**src/rtl/lpm_pkg.sv**
```systemverilog
package lpm_pkg;

  typedef enum logic [0:0] {
    ST_AWAKE = 1'b0,
    ST_DOZE  = 1'b1
  } lpm_state_e;

  localparam int unsigned CHK_W  = 16;
  localparam int unsigned ADDR_W = 2;

  localparam logic [ADDR_W-1:0] A_PERMIT = 2'd0;
  localparam logic [ADDR_W-1:0] A_PMODE  = 2'd1;
  localparam logic [ADDR_W-1:0] A_CKMODE = 2'd2;
  localparam logic [ADDR_W-1:0] A_STATUS = 2'd3;

  // true when v is 0 or a run of ones from bit 0
  function automatic logic therm_ok(input logic [CHK_W-1:0] v);
    return ((v & (v + 1'b1)) == '0);
  endfunction

endpackage

```
**src/rtl/lpm_cfg_regs.sv**
```systemverilog
module lpm_cfg_regs
  import lpm_pkg::*;
#(
  parameter int unsigned NUM_MODES = 5,
  parameter int unsigned CLK_LVLS  = 3,
  parameter int unsigned DATA_W    = 16
) (
  input  logic                 clk,
  input  logic                 rst_n,
  input  logic                 wr_en,
  input  logic [ADDR_W-1:0]    addr,
  input  logic [DATA_W-1:0]    wdata,
  output logic [NUM_MODES-1:0] allow_q,
  output logic                 allow_lock,
  output logic [NUM_MODES-1:0] req_mode,
  output logic [CLK_LVLS-1:0]  ck_mode,
  output logic                 ck_lock,
  output logic                 flag_clr
);

  localparam int unsigned LOCK_BIT = DATA_W - 1;

  logic wr_permit, wr_pmode, wr_ckmode;
  logic pm_code_ok, ck_code_ok;
  logic allow_lock_d, ck_lock_d;
  logic [NUM_MODES-1:0] req_mode_d;
  logic [CLK_LVLS-1:0]  ck_mode_d;
  logic unused_wdata;

  assign unused_wdata = ^wdata;

  assign pm_code_ok = therm_ok({{(CHK_W-NUM_MODES){1'b0}}, wdata[NUM_MODES-1:0]});
  assign ck_code_ok = therm_ok({{(CHK_W-CLK_LVLS){1'b0}}, wdata[CLK_LVLS-1:0]});

  assign wr_permit = wr_en && (addr == A_PERMIT) && !allow_lock;
  assign wr_pmode  = wr_en && (addr == A_PMODE) && pm_code_ok;
  assign wr_ckmode = wr_en && (addr == A_CKMODE) && !ck_lock && ck_code_ok;
  assign flag_clr  = wr_en && (addr == A_STATUS) && wdata[0];

  // permission bits: one enabled flop per mode
  for (genvar i = 0; i < NUM_MODES; i++) begin : g_allow
    logic bit_q, bit_d;
    always_comb begin
      bit_d = bit_q;
      if (wr_permit) bit_d = wdata[i];
    end
    always_ff @(posedge clk or negedge rst_n) begin
      if (!rst_n) bit_q <= 1'b0;
      else        bit_q <= bit_d;
    end
    assign allow_q[i] = bit_q;
  end

  always_comb begin
    allow_lock_d = allow_lock;
    req_mode_d   = req_mode;
    ck_mode_d    = ck_mode;
    ck_lock_d    = ck_lock;
    if (wr_permit) allow_lock_d = wdata[LOCK_BIT];
    if (wr_pmode)  req_mode_d   = wdata[NUM_MODES-1:0];
    if (wr_ckmode) begin
      ck_mode_d = wdata[CLK_LVLS-1:0];
      ck_lock_d = wdata[LOCK_BIT];
    end
  end

  always_ff @(posedge clk or negedge rst_n) begin
    if (!rst_n) begin
      allow_lock <= 1'b0;
      req_mode   <= '0;
      ck_mode    <= '0;
      ck_lock    <= 1'b0;
    end else begin
      allow_lock <= allow_lock_d;
      req_mode   <= req_mode_d;
      ck_mode    <= ck_mode_d;
      ck_lock    <= ck_lock_d;
    end
  end

endmodule

```
**src/rtl/lpm_mode_check.sv**
```systemverilog
module lpm_mode_check #(
  parameter int unsigned NUM_MODES = 5
) (
  input  logic [NUM_MODES-1:0] allow_q,
  input  logic [NUM_MODES-1:0] req_mode,
  output logic                 permit
);

  // mode with i+1 ones in a row needs permission bit i; Active matches none
  always_comb begin
    permit = 1'b0;
    for (int i = 0; i < NUM_MODES; i++) begin
      if (req_mode == NUM_MODES'((1 << (i + 1)) - 1)) permit = allow_q[i];
    end
  end

endmodule

```
**src/rtl/lpm_seq.sv**
```systemverilog
module lpm_seq
  import lpm_pkg::*;
#(
  parameter int unsigned NUM_MODES = 5,
  parameter int unsigned NUM_WAKE  = 5,
  parameter int unsigned CLK_LVLS  = 3
) (
  input  logic                 clk,
  input  logic                 rst_n,
  input  logic                 core_sleeping,
  input  logic [NUM_WAKE-1:0]  wake_evt,
  input  logic                 permit,
  input  logic [NUM_MODES-1:0] req_mode,
  input  logic [CLK_LVLS-1:0]  ck_mode,
  input  logic                 flag_clr,
  output logic [NUM_MODES-1:0] pwr_q,
  output logic [CLK_LVLS-1:0]  gate_q,
  output logic                 flag_q,
  output logic [NUM_WAKE-1:0]  cause_q,
  output logic [CLK_LVLS-1:0]  last_q
);

  lpm_state_e state_q, state_d;
  logic slp_q;
  logic rise, flag_set;
  logic flag_d;
  logic [NUM_MODES-1:0] pwr_d;
  logic [CLK_LVLS-1:0]  gate_d, last_d;
  logic [NUM_WAKE-1:0]  cause_d;

  assign rise = core_sleeping && !slp_q;

  always_comb begin
    state_d  = state_q;
    pwr_d    = pwr_q;
    gate_d   = gate_q;
    last_d   = last_q;
    cause_d  = cause_q;
    flag_set = 1'b0;
    unique case (state_q)
      ST_AWAKE: begin
        if (rise && permit) begin
          state_d = ST_DOZE;
          pwr_d   = req_mode;
          gate_d  = ck_mode;
          last_d  = ck_mode;
          cause_d = '0;
        end
      end
      ST_DOZE: begin
        if (|wake_evt) begin
          state_d  = ST_AWAKE;
          pwr_d    = '0;
          gate_d   = '0;
          cause_d  = wake_evt;
          flag_set = gate_q[0];
        end
      end
      default: state_d = ST_AWAKE;
    endcase
    flag_d = (flag_q && !flag_clr) || flag_set;
  end

  always_ff @(posedge clk or negedge rst_n) begin
    if (!rst_n) begin
      state_q <= ST_AWAKE;
      slp_q   <= 1'b0;
      pwr_q   <= '0;
      gate_q  <= '0;
      last_q  <= '0;
      cause_q <= '0;
      flag_q  <= 1'b0;
    end else begin
      state_q <= state_d;
      slp_q   <= core_sleeping;
      pwr_q   <= pwr_d;
      gate_q  <= gate_d;
      last_q  <= last_d;
      cause_q <= cause_d;
      flag_q  <= flag_d;
    end
  end

endmodule

```
**src/rtl/lpm_entry_ctrl.sv**
```systemverilog
module lpm_entry_ctrl
  import lpm_pkg::*;
#(
  parameter int unsigned NUM_MODES = 5,
  parameter int unsigned NUM_WAKE  = 5,
  parameter int unsigned CLK_LVLS  = 3,
  parameter int unsigned DATA_W    = 16
) (
  input  logic                 clk,
  input  logic                 rst_n,
  input  logic                 wr_en,
  input  logic [ADDR_W-1:0]    addr,
  input  logic [DATA_W-1:0]    wdata,
  output logic [DATA_W-1:0]    rdata,
  input  logic                 core_sleeping,
  input  logic [NUM_WAKE-1:0]  wake_evt,
  output logic [NUM_MODES-1:0] pwr_state,
  output logic [CLK_LVLS-1:0]  clk_gate
);

  localparam int unsigned CAUSE_LSB = 1;
  localparam int unsigned LAST_LSB  = CAUSE_LSB + NUM_WAKE;
  localparam int unsigned LOCK_BIT  = DATA_W - 1;

  logic [NUM_MODES-1:0] allow_q, req_mode;
  logic [CLK_LVLS-1:0]  ck_mode, last_ck;
  logic [NUM_WAKE-1:0]  wake_cause;
  logic allow_lock, ck_lock, flag_clr, permit, gated_flag;

  lpm_cfg_regs #(.NUM_MODES(NUM_MODES), .CLK_LVLS(CLK_LVLS), .DATA_W(DATA_W)) u_regs (
    .clk(clk), .rst_n(rst_n), .wr_en(wr_en), .addr(addr), .wdata(wdata),
    .allow_q(allow_q), .allow_lock(allow_lock), .req_mode(req_mode),
    .ck_mode(ck_mode), .ck_lock(ck_lock), .flag_clr(flag_clr)
  );

  lpm_mode_check #(.NUM_MODES(NUM_MODES)) u_check (
    .allow_q(allow_q), .req_mode(req_mode), .permit(permit)
  );

  lpm_seq #(.NUM_MODES(NUM_MODES), .NUM_WAKE(NUM_WAKE), .CLK_LVLS(CLK_LVLS)) u_seq (
    .clk(clk), .rst_n(rst_n), .core_sleeping(core_sleeping), .wake_evt(wake_evt),
    .permit(permit), .req_mode(req_mode), .ck_mode(ck_mode), .flag_clr(flag_clr),
    .pwr_q(pwr_state), .gate_q(clk_gate), .flag_q(gated_flag),
    .cause_q(wake_cause), .last_q(last_ck)
  );

  always_comb begin
    rdata = '0;
    unique case (addr)
      A_PERMIT: begin
        rdata[NUM_MODES-1:0] = allow_q;
        rdata[LOCK_BIT]      = allow_lock;
      end
      A_PMODE: rdata[NUM_MODES-1:0] = req_mode;
      A_CKMODE: begin
        rdata[CLK_LVLS-1:0] = ck_mode;
        rdata[LOCK_BIT]     = ck_lock;
      end
      default: begin
        rdata[0]                        = gated_flag;
        rdata[CAUSE_LSB +: NUM_WAKE]    = wake_cause;
        rdata[LAST_LSB +: CLK_LVLS]     = last_ck;
      end
    endcase
  end

endmodule

```
**config.mk**
```make
export PLATFORM = sky130hd
export DESIGN_NAME = lpm_entry_ctrl
export DESIGN_NICKNAME = d
export VERILOG_FILES = /design/src/rtl/lpm_pkg.sv /design/src/rtl/lpm_cfg_regs.sv /design/src/rtl/lpm_mode_check.sv /design/src/rtl/lpm_seq.sv /design/src/rtl/lpm_entry_ctrl.sv
export SDC_FILE = /design/constraint.sdc
export NUM_CORES = 1
export LEC_CHECK = 0
export ABC_AREA = 1
export BUFFER_PORTS_ARGS = -buffer_cell sky130_fd_sc_hd__buf_2
export CAP_MARGIN = 10
export CORE_UTILIZATION = 55
export DETAILED_ROUTE_END_ITERATION = 8
export MAX_ROUTING_LAYER = met4
export PLACE_DENSITY = 0.89
export SETUP_SLACK_MARGIN = 0.3
export SYNTH_ARGS = -nofsm -noshare
export SYNTH_HDL_FRONTEND = slang
export SYNTH_SLANG_ARGS = --single-unit
```
**constraint.sdc**
```tcl
create_clock -name clk -period 3 [get_ports clk]
set_input_delay 0.3 -clock clk [delete_from_list [all_inputs] [get_ports clk]]
set_output_delay 0.3 -clock clk [all_outputs]
set_load 0.02 [all_outputs]
```
; Yosys cells after proc, flatten, opt, wreduce, memory -nomap -nowiden
; Cells that the tools add are included.
; W data, S select, Z words.
[classes]
bitwise = 3
reduce_logical = 24
addsub = 2
n_eq_ne = 10
n_mux = 23
[ops]
columns = op, n
row1 = $logic_not A16 Y1, 2
row2 = $mux W5, 4
row3 = $pmux W5 S2, 2
row4 = $and A3 B16 Y16, 1
row5 = $and A5 B16 Y16, 1
row6 = $logic_and A1 B1 Y1, 12
row7 = $mux W1, 9
row8 = $pmux W3 S3, 1
row9 = $add A5 B1 Y6 const B, 1
row10 = $mux W3, 2
row11 = $pmux W2 S3, 1
row12 = $pmux W3 S2, 1
row13 = $eq A5 B1 Y1 const B, 1
row14 = $eq A5 B2 Y1 const B, 1
row15 = $eq A5 B3 Y1 const B, 1
row16 = $eq A5 B4 Y1 const B, 1
row17 = $eq A5 B5 Y1 const B, 1
row18 = $reduce_or A5 Y1, 1
row19 = $add A3 B1 Y4 const B, 1
row20 = $eq A2 B2 Y1 const B, 2
row21 = $logic_not A1 Y1, 4
row22 = $mux W4, 1
row23 = $pmux W1 S2, 2
row24 = $reduce_and A2 Y1, 2
row25 = other kinds (7), 7
[word_totals]
register_bits = 34

; Logic depth before layout (Yosys ltp)
; Gate-level depths: netlist (run 1).
[depth]
ltp_word = 9
depth_mapped = 10
depth_no_buf = 9

; Modules after synthesis
; A second synthesis (run 1) with hierarchy kept.
[unflattened]
cells_unflattened = 228
area_unflattened_um2 = 1864.3
[by_module_without_submodules]
columns = mod, area_each_um2, n_inst, cells_each
row1 = lpm_seq, 802.0, 1, 80
row2 = lpm_cfg_regs, 716.9, 1, 77
row3 = lpm_entry_ctrl, 254.0, 1, 49
row4 = lpm_mode_check, 91.3, 1, 22

; Worst setup path after synthesis (run 1)
; No wires, ideal clock.
[synth_path]
kind = register -> register
startpoint = reg u_seq.state_q
endpoint = reg u_seq.gate_q[0]
required_ps = 2882
t_arrival_ps = 1146
path_stages_with_launch = 9
setup_ps = 118
path_slack_ps = 1736
cell_sequence = dfrtp_1 buf_6 nor2_8 nand3_4 nor2_8 nand2_4 buf_6 nand3_2 nand2_1
[synth_via]
elab_chain_cells = 3
[synth_rtl]
columns = element, line_no
row1 = start: declaration, lpm_seq.sv:23  ; lpm_state_e state_q, state_d;
row2 = start signal: assignment, lpm_seq.sv:74  ; state_q <= state_d;
row3 = $not A1 Y1, lpm_seq.sv:40  ; unique case (state_q)
row4 = $ne A2 B1 Y1 (no source line), -
row5 = $reduce_and A2 Y1 (no source line), -
row6 = end signal: assignment, lpm_seq.sv:77  ; gate_q <= gate_d;
row7 = end: declaration, lpm_seq.sv:17  ; output logic [CLK_LVLS-1:0] gate_q,
; Parallel ways exist; a longest one is shown, timed or not.
; A chain may end at the register's enable or synchronous reset.

; Final worst setup path (run 1)
[layout_path]
startpoint = reg u_regs.req_mode[0]
endpoint = out rdata[0]
[layout_via]
elab_chain_cells = 1
[layout_rtl]
columns = element, line_no
row1 = start: declaration, lpm_cfg_regs.sv:15  ; output logic [NUM_MODES-1:0] req_mode,
row2 = start signal: assignment, lpm_cfg_regs.sv:75  ; req_mode <= req_mode_d;
row3 = $pmux W3 S3, lpm_entry_ctrl.sv:49  ; unique case (addr)
row4 = end: declaration, lpm_entry_ctrl.sv:14  ; output logic [DATA_W-1:0] rdata,
; Every way passes these cells.

==> impl_table.tex, run 1 <==
\begin{tabular}{lr}
\hline
Metric & Value \\
\hline
\multicolumn{2}{l}{\textbf{Route}} \\
Routed Wire Length & 3.42 mm \\
DRC violation count after routing & 0 \\
Via density per instance & 5.08 \\
Routed via count & 1448 \\
Post-DR wirelength/cell & 12.0 µm \\
Drt initial violations & 49 \\
Number of detailed-routing iterations run before antenna repair & 4 \\
Post-DRT Antenna Nets & 0 \\
\multicolumn{2}{l}{\textbf{Clocking}} \\
Level count of the clock H-tree & 2 \\
Number of buffers inserted during clock tree synthesis & 5 \\
Post-CTS setup-driven buffer insertion count & 0 \\
Bufs on Longest Clock Path & 2 \\
Clock tree from TritonCTS & built \\
Buffer type at the clock tree root & sky130\_fd\_sc\_hd\_\_clkbuf\_4 \\
Clock-pin slew of the registers on the worst-case setup and hold paths & 100 ps \\
Clock latency at the later pin of the worst-skew pair & 330 ps \\
Post-cts gate resize count & 0 \\
Number of sinks driven by the clock tree & 34 \\
CTS Hold Bufs & 0 \\
\multicolumn{2}{l}{\textbf{Flow run}} \\
Max capacitance violation total & 0 \\
\multicolumn{2}{l}{\textbf{Floorplan}} \\
Die outline height & 58.1 µm \\
Core ar. & 3030 µm² \\
Die extent in x & 58.1 µm \\
Starting density of the core & 0.572 \\
Count of standard-cell rows & 20 \\
Total Die Area & 3380 µm² \\
Number of ports placed on the die boundary & 51 \\
\multicolumn{2}{l}{\textbf{Timing}} \\
Sum of negative setup slack & 0 ps \\
Shortest clock period the worst path allows after layout & 1620 ps \\
Slew at the pin closest to its max-slew limit & 746 ps \\
Max transition margin & 0.503 \\
Final Hold Vio Count & 0 \\
Worst clock skew & 11.3 ps \\
Setup Viol. Count Final & 0 \\
RSZ-0062 raised after global routing & no \\
Achievable frequency & 619 MHz \\
Worst hold margin & 27.8 ps \\
Part of the cycle the worst path needs & 0.539 \\
Number of max-slew violations in the final report & 0 \\
\multicolumn{2}{l}{\textbf{Worst setup path}} \\
Required time at the worst-slack endpoint & 2700 ps \\
CP Capture Type & output pin \\
CP Max Fanout & 2 \\
Worst setup path class & flop to output pin \\
Critical path arrival & 1320 ps \\
CP startpoint kind & flop \\
Number of cells on the worst reg-to-reg path & 6 \\
\multicolumn{2}{l}{\textbf{Logic synthesis}} \\
Portion of synthesized cell area occupied by the leading cell type & 0.491 \\
Most area-hungry cell type in the Yosys netlist & sky130\_fd\_sc\_hd\_\_dfrtp\_1 \\
Per-instance average area after synthesis & 8.41 µm² \\
Yosys cell types & 24 \\
Post-synthesis cell count & 206 \\
Syn. warnings & 0 \\
Flop and latch count out of synthesis & 34 \\
Synth Cell Area & 1730 µm² \\
Main area contributors after synthesis & sky130\_fd\_sc\_hd\_\_dfrtp\_1, sky130\_fd\_sc\_hd\_\_nand2\_1, sky130\_fd\_sc\_hd\_\_nand3\_1 \\
Share of synthesized area occupied by flip-flops and latches & 0.491 \\
\multicolumn{2}{l}{\textbf{Finish}} \\
Antenna cell count & 0 \\
Share of cells above drive strength 1 & 0.266 \\
Top library cells by usage in the layout, fill and taps aside & sky130\_fd\_sc\_hd\_\_nand2\_1, sky130\_fd\_sc\_hd\_\_buf\_2, sky130\_fd\_sc\_hd\_\_dfrtp\_1 \\
Multi-input gate area & 712 µm² \\
Filler instances & 267 \\
Synth-to-layout area growth & 12.4\% \\
Post-layout utilization of the core & 0.643 \\
Seq. cell area & 851 µm² \\
Post-layout nets & 269 \\
Final design area excluding fillers & 1950 µm² \\
Most common cell after layout, fill and taps aside & sky130\_fd\_sc\_hd\_\_nand2\_1 \\
\multicolumn{2}{l}{\textbf{Global route}} \\
Number of global-route vias before repair & 1349 \\
Global-route wire length before repair & 5.76 mm \\
Antenna violations before repair & 0 \\
GRT Overall Usage & 0.236 \\
Grt ovf & 0 \\
Pin count of the biggest net entering global routing & 35 \\
\multicolumn{2}{l}{\textbf{Power and ir drop}} \\
Leakage power & 0.00108 µW \\
Peak supply drop & 0.344 mV \\
Power per cell area & 523 nW/µm² \\
Total Power & 1020 µW \\
\multicolumn{2}{l}{\textbf{Placement}} \\
Half-perimeter wire length of the detailed placement result & 2.54 mm \\
Area after detailed placement & 1900 µm² \\
Buffers added on ports & 34 \\
Weighted congestion at the end of routability-driven global placement & 0.849 \\
\multicolumn{2}{l}{\textbf{Worst hold path}} \\
Tightest Hold Check Type & input port to async pin \\
\multicolumn{2}{l}{\textbf{Outcome}} \\
Outcome & finished, final reports clean \\
\hline
\end{tabular}
cell usage after synthesis (all sizes together):
cell	instances
a21oi	1
o21ai	20
o22ai	1
inv	29
o221ai	2
nor2	11
nor3	3
dfrtp	34
o2111ai	2
conb	1
nand2	63
nand3	29
buf	10
where the power goes:
part	total (µW)	internal (µW)	switching [µW]
logic	233	76.1	157
clock network	245	106	140
registers	540	503	36.9
total	1020	685	333
path summary, 6_finish.rpt:
check / start / endpoint / slack [ps]
setup / recovery: u_regs.req_mode[0]$_DFFE_PN0P_ / rdata[0] / 1380
hold / removal: rst_n / u_regs.ck_mode[2]$_DFFE_PN0P_ / 30
setup reg to reg: u_seq.state_q$_DFF_PN0_ / u_seq.pwr_q[1]$_DFFE_PN0P_ / 1560
hold reg to reg: u_seq.pwr_q[0]$_DFFE_PN0P_ / u_seq.pwr_q[0]$_DFFE_PN0P_ / 480
max in group asynchronous: rst_n / u_seq.gate_q[2]$_DFFE_PN0P_ / 2490
min in group clk: core_sleeping / u_seq.slp_q$_DFF_PN0_ / 80
sequential cells by signal (all words and copies together) (netlist names):
| register | cells |
|---|---|
| u_regs.req_mode | 5 |
| u_seq.last_q | 3 |
| u_regs.ck_lock | 1 |
| u_regs.g_allow.bit_q | 5 |
| u_seq.gate_q | 3 |
| u_regs.ck_mode | 3 |
| u_seq.state_q | 1 |
| u_seq.slp_q | 1 |
| u_seq.cause_q | 5 |
| u_seq.flag_q | 1 |
| u_regs.allow_lock | 1 |
| u_seq.pwr_q | 5 |
cell type report:
| type | count | area share |
|---|---|---|
| clock buffers | 6 | 0.0263 |
| inverters | 29 | 0.0559 |
| multi-input cells | 138 | 0.365 |
| flip-flops and latches | 34 | 0.437 |
| well taps | 44 | 0.0283 |
| repair buffers | 34 | 0.0873 |
metal layers:
metal  part of all wire  GRT usage  vias up
met1               0.46      0.294      691
met4             0.0079     0.0986        0
met2               0.49      0.376       38
met5                  0          -        -
met3              0.036     0.0491        4
li1                   -          -      715
worst max-delay path: stages, from the launching register on:
cell	delay, ps
sky130_fd_sc_hd__dfrtp_1	400
sky130_fd_sc_hd__inv_2	110
sky130_fd_sc_hd__o21ai_0	90
sky130_fd_sc_hd__a21oi_1	130
sky130_fd_sc_hd__o21ai_0	100
sky130_fd_sc_hd__buf_2	170
stage by stage:
step           setup slack (ps)  std cells
3_5_place_dp               1470        279
3_3_place_gp               1500        279
5_1_grt                    1290        285
2_1_floorplan              1740        211
6_report                   1380        285
4_1_cts                    1370        285
logic make-up (layout without fill, tap and decap cells):
| logic type | count (synthesis) | after routing | synth area share |
|---|---|---|---|
| AND/OR/NAND/NOR | 106 | 106 | 0.313 |
| buffers and inverters | 39 | 69 | 0.109 |
| flip-flops | 34 | 34 | 0.491 |
| AO/OA/AOI/OAI | 26 | 26 | 0.0845 |
| other | 1 | 6 | 0.00216 |
Power figures use the tool's default switching activity.
==> run 2: changes to the inputs <==
--- a/config.mk
+++ b/config.mk
@@ -5,13 +5,13 @@
 export SDC_FILE = /design/constraint.sdc
 export NUM_CORES = 1
 export LEC_CHECK = 0
-export ABC_AREA = 1
+export ABC_AREA = 0
 export BUFFER_PORTS_ARGS = -buffer_cell sky130_fd_sc_hd__buf_2
 export CAP_MARGIN = 10
-export CORE_UTILIZATION = 55
+export CORE_UTILIZATION = 51
 export DETAILED_ROUTE_END_ITERATION = 8
 export MAX_ROUTING_LAYER = met4
-export PLACE_DENSITY = 0.89
+export PLACE_DENSITY = 0.84
 export SETUP_SLACK_MARGIN = 0.3
 export SYNTH_ARGS = -nofsm -noshare
 export SYNTH_HDL_FRONTEND = slang
==> constraint.sdc (replaced) <==
create_clock -name clk -period 1.6 [get_ports clk]
set_input_delay 0.16 -clock clk [delete_from_list [all_inputs] [get_ports clk]]
set_output_delay 0.16 -clock clk [all_outputs]
set_load 0.02 [all_outputs]
==> run 2 against run 1 <==
The flow now finishes with violations (negative setup slack). Register-to-register slack worse by 1800 ps. Final cell count down 6.7%. Clock skew up 2.6 ps. Worst hold slack better by 30 ps. Synthesized cell count down 20%. Worst setup slack worse by 1700 ps. Power rose to 2.5 times the previous value. Final area up 16%. Utilization up 7.9 points. Sequential cell count unchanged. Global-route usage up 3.2 points. Critical path type is now flop to flop. Highest routed layer unchanged.
==> impl_table.tex, run 2 <==
\begin{tabular}{lr}
\hline
Metric & Value \\
\hline
\multicolumn{2}{l}{\textbf{Logic synthesis}} \\
Compound-gate portion of the synthesized area & 0.140 \\
Area share of xor/xnor cells in the synthesized design & 0 \\
Simple-gate area share of the yosys netlist & 0.123 \\
Proportion of register bits with asynchronous set or reset after synthesis & 1.00 \\
Yosys cell types & 34 \\
Most frequent cell after synthesis & sky130\_fd\_sc\_hd\_\_dfrtp\_1 \\
Share of synthesized area occupied by flip-flops and latches & 0.498 \\
Mux contribution to synthesized area & 0.146 \\
Post-synthesis cell count & 164 \\
Adder and majority cell fraction of the synthesized area & 0 \\
Per-instance average area after synthesis & 10.4 µm² \\
Syn. warnings & 0 \\
Portion of synthesized cell area occupied by the leading cell type & 0.498 \\
Commonest cells in the synthesized netlist & sky130\_fd\_sc\_hd\_\_dfrtp\_1, sky130\_fd\_sc\_hd\_\_nand2\_1, sky130\_fd\_sc\_hd\_\_inv\_1 \\
Combinational family with the most area after synthesis & multiplexers \\
Main area contributors after synthesis & sky130\_fd\_sc\_hd\_\_dfrtp\_1, sky130\_fd\_sc\_hd\_\_mux2i\_1, sky130\_fd\_sc\_hd\_\_mux2\_2 \\
Most instantiated flip-flop cell in the synthesis netlist & sky130\_fd\_sc\_hd\_\_dfrtp\_1 \\
Number of enable flip-flop cells after synthesis & 0 \\
Flop and latch count out of synthesis & 34 \\
Most area-hungry cell type in the Yosys netlist & sky130\_fd\_sc\_hd\_\_dfrtp\_1 \\
Synth Cell Area & 1710 µm² \\
\multicolumn{2}{l}{\textbf{Power and ir drop}} \\
Total Power & 2580 µW \\
Peak supply drop & 0.799 mV \\
Leakage power & 0.00117 µW \\
Power per cell area & 1140 nW/µm² \\
\multicolumn{2}{l}{\textbf{Timing}} \\
RSZ-0062 raised after global routing & yes \\
Number of max-slew violations in the final report & 0 \\
Slew at the pin closest to its max-slew limit & 753 ps \\
Achievable frequency & 534 MHz \\
Setup WS post-layout & -271 ps \\
Setup Viol. Count Final & 20 \\
Worst clock skew & 13.9 ps \\
Worst hold margin & 57.7 ps \\
Part of the cycle the worst path needs & 1.17 \\
Max transition margin & 0.498 \\
Final Hold Vio Count & 0 \\
Shortest clock period the worst path allows after layout & 1870 ps \\
\multicolumn{2}{l}{\textbf{Worst setup path}} \\
CP Capture Type & flop \\
Worst setup path class & flop to flop \\
Worst path buffer plus inverter count & 1 \\
Critical path arrival & 2100 ps \\
CP Max Fanout & 10 \\
CP startpoint kind & flop \\
Category of cells accounting for the largest share of critical-path delay & simple AND/OR/NAND/NOR gates \\
Required time at the worst-slack endpoint & 1830 ps \\
Cell with the biggest individual delay on the critical path & sky130\_fd\_sc\_hd\_\_or4\_4 \\
Cells along the critical path & nor2b\_1 > o31ai\_2 > a22oi\_1 > or4\_4 > buf\_8 > mux2\_2 \\
Worst path max stage delay & 530 ps \\
\multicolumn{2}{l}{\textbf{Clocking}} \\
Number of buffers inserted during clock tree synthesis & 5 \\
Bufs on Longest Clock Path & 2 \\
Level count of the clock H-tree & 2 \\
Buffer type at the clock tree root & sky130\_fd\_sc\_hd\_\_clkbuf\_4 \\
Clock-pin slew of the registers on the worst-case setup and hold paths & 100 ps \\
Clock tree from TritonCTS & built \\
Number of sinks driven by the clock tree & 34 \\
Clock latency at the later pin of the worst-skew pair & 330 ps \\
\multicolumn{2}{l}{\textbf{Route}} \\
Number of detailed-routing iterations run before antenna repair & 4 \\
Via density per instance & 5.51 \\
Routed via count & 1465 \\
Routed Wire Length & 4.40 mm \\
Post-DR wirelength/cell & 16.5 µm \\
Post-DRT Antenna Nets & 0 \\
DRC violation count after routing & 0 \\
Drt initial violations & 89 \\
\multicolumn{2}{l}{\textbf{Finish}} \\
Share of cells above drive strength 1 & 0.401 \\
Antenna cell count & 0 \\
Top library cells by usage in the layout, fill and taps aside & sky130\_fd\_sc\_hd\_\_dfrtp\_1, sky130\_fd\_sc\_hd\_\_buf\_2, sky130\_fd\_sc\_hd\_\_buf\_4 \\
Most common cell after layout, fill and taps aside & sky130\_fd\_sc\_hd\_\_dfrtp\_1 \\
Synth-to-layout area growth & 32.2\% \\
Post-layout utilization of the core & 0.722 \\
Post-layout nets & 248 \\
\multicolumn{2}{l}{\textbf{Flow run}} \\
Max capacitance violation total & 0 \\
\multicolumn{2}{l}{\textbf{Floorplan}} \\
Total Die Area & 3590 µm² \\
Die extent in x & 59.9 µm \\
Core ar. & 3130 µm² \\
Die outline height & 59.9 µm \\
Number of ports placed on the die boundary & 51 \\
Count of standard-cell rows & 20 \\
Starting density of the core & 0.546 \\
\multicolumn{2}{l}{\textbf{Global route}} \\
GRT Overall Usage & 0.268 \\
Global-route wire length before repair & 6.60 mm \\
Antenna violations before repair & 0 \\
Number of global-route vias before repair & 1405 \\
Pin count of the biggest net entering global routing & 35 \\
Grt ovf & 0 \\
\multicolumn{2}{l}{\textbf{Placement}} \\
Buffers added on ports & 34 \\
Weighted congestion at the end of routability-driven global placement & 0.893 \\
Half-perimeter wire length of the detailed placement result & 2.81 mm \\
\multicolumn{2}{l}{\textbf{Outcome}} \\
Outcome & finished, violations left \\
Violated checks & negative setup slack \\
\multicolumn{2}{l}{\textbf{Worst hold path}} \\
Tightest Hold Check Type & input port to flop \\
\hline
\end{tabular}
## run 2: cell count changes in the layout (fill, tap and decap cells not counted), moves of 7 or more
cell	before	now
sky130_fd_sc_hd__a21oi_1	1	9
sky130_fd_sc_hd__mux2_2	0	7
sky130_fd_sc_hd__buf_4	0	20
sky130_fd_sc_hd__inv_1	23	12
sky130_fd_sc_hd__buf_6	0	10
sky130_fd_sc_hd__nand2_1	57	17
sky130_fd_sc_hd__nand3_1	22	5
sky130_fd_sc_hd__mux2i_1	0	9
sky130_fd_sc_hd__o21ai_1	15	3
## run 2: cells by family after synthesis
kind of cell    after synthesis
mux                          20
compound gates               37
flops                        34
buf+inv                      29
simple gates                 43
other cells                   1
## run 2: area by class of cell
cell class | instances | area [µm²]
Fill cell | 214 | 868
Sequential cell | 34 | 852
Multi-Input combinational cell | 106 | 774
Timing Repair Buffer | 62 | 458
Tap cell | 44 | 55.1
Clock buffer | 7 | 45.0
Inverter | 12 | 45.0
Clock inverter | 1 | 30.0
## run 2: path summary, 6_finish.rpt
path | start | endpoint | slack [ps] | cells past startpoint
worst max-delay path | u_regs.req_mode[1]$_DFFE_PN0P_ | u_seq.last_q[1]$_DFFE_PN0P_ | -270 | 6
worst min-delay path | wake_evt[4] | u_seq.cause_q[4]$_DFFE_PN0P_ | 60 | 2
worst max register to register | u_regs.req_mode[1]$_DFFE_PN0P_ | u_seq.last_q[1]$_DFFE_PN0P_ | -270 | 6
worst min register to register | u_seq.pwr_q[0]$_DFFE_PN0P_ | u_seq.pwr_q[0]$_DFFE_PN0P_ | 480 | 2
max in group asynchronous | rst_n | u_regs.ck_mode[0]$_DFFE_PN0P_ | 650 | 2
min in group asynchronous | rst_n | u_seq.cause_q[4]$_DFFE_PN0P_ | 420 | 2
## run 2: worst reg2reg max path: stages, from the launching register on
cell and delay [ps]:
sky130_fd_sc_hd__dfrtp_1 400, sky130_fd_sc_hd__nor2b_1 150, sky130_fd_sc_hd__o31ai_2 180, sky130_fd_sc_hd__a22oi_1 90, sky130_fd_sc_hd__or4_4 530, sky130_fd_sc_hd__buf_8 160
sky130_fd_sc_hd__mux2_2 270
## run 2: routing by layer
metal / vias to the layer above / part of all wire / GRT usage
li1: 682 / - / -
met1: 715 / 0.43 / 0.330
met2: 61 / 0.50 / 0.406
met3: 7 / 0.054 / 0.0671
met4: 0 / 0.022 / 0.146
met5: - / 0 / -
## run 2: power breakdown
| part | leakage, µW | internal [µW] | switching [µW] | total, µW |
|---|---|---|---|---|
| clock network | 0.0000395 | 331 | 276 | 607 |
| registers | 0.000440 | 1010 | 124 | 1140 |
| logic | 0.000686 | 439 | 401 | 840 |
| total | 0.00117 | 1780 | 801 | 2580 |
## run 2: per-stage QoR
step	instance area, µm²	cells	TNS, ps	setup WS [ps]
final	2260	266	-4290	-271
after global routing	2260	266	-5950	-361
after CTS	2180	261	-4240	-266
after detailed placement	1990	247	-4480	-309
after global placement	1990	247	-3580	-256
after floorplan	1740	169	-3680	-318
## run 2: timing repair
| item | 4_1_cts | 5_1_grt |
|---|---|---|
| setup buffers | 4 | 5 |
| setup endpoints to repair | 22 | 26 |
| pin swaps | 2 | 7 |
| hold buffers | 2 | 0 |
| gates resized for setup | 20 | 12 |
| endpoints found under the hold margin | 35 | 0 |
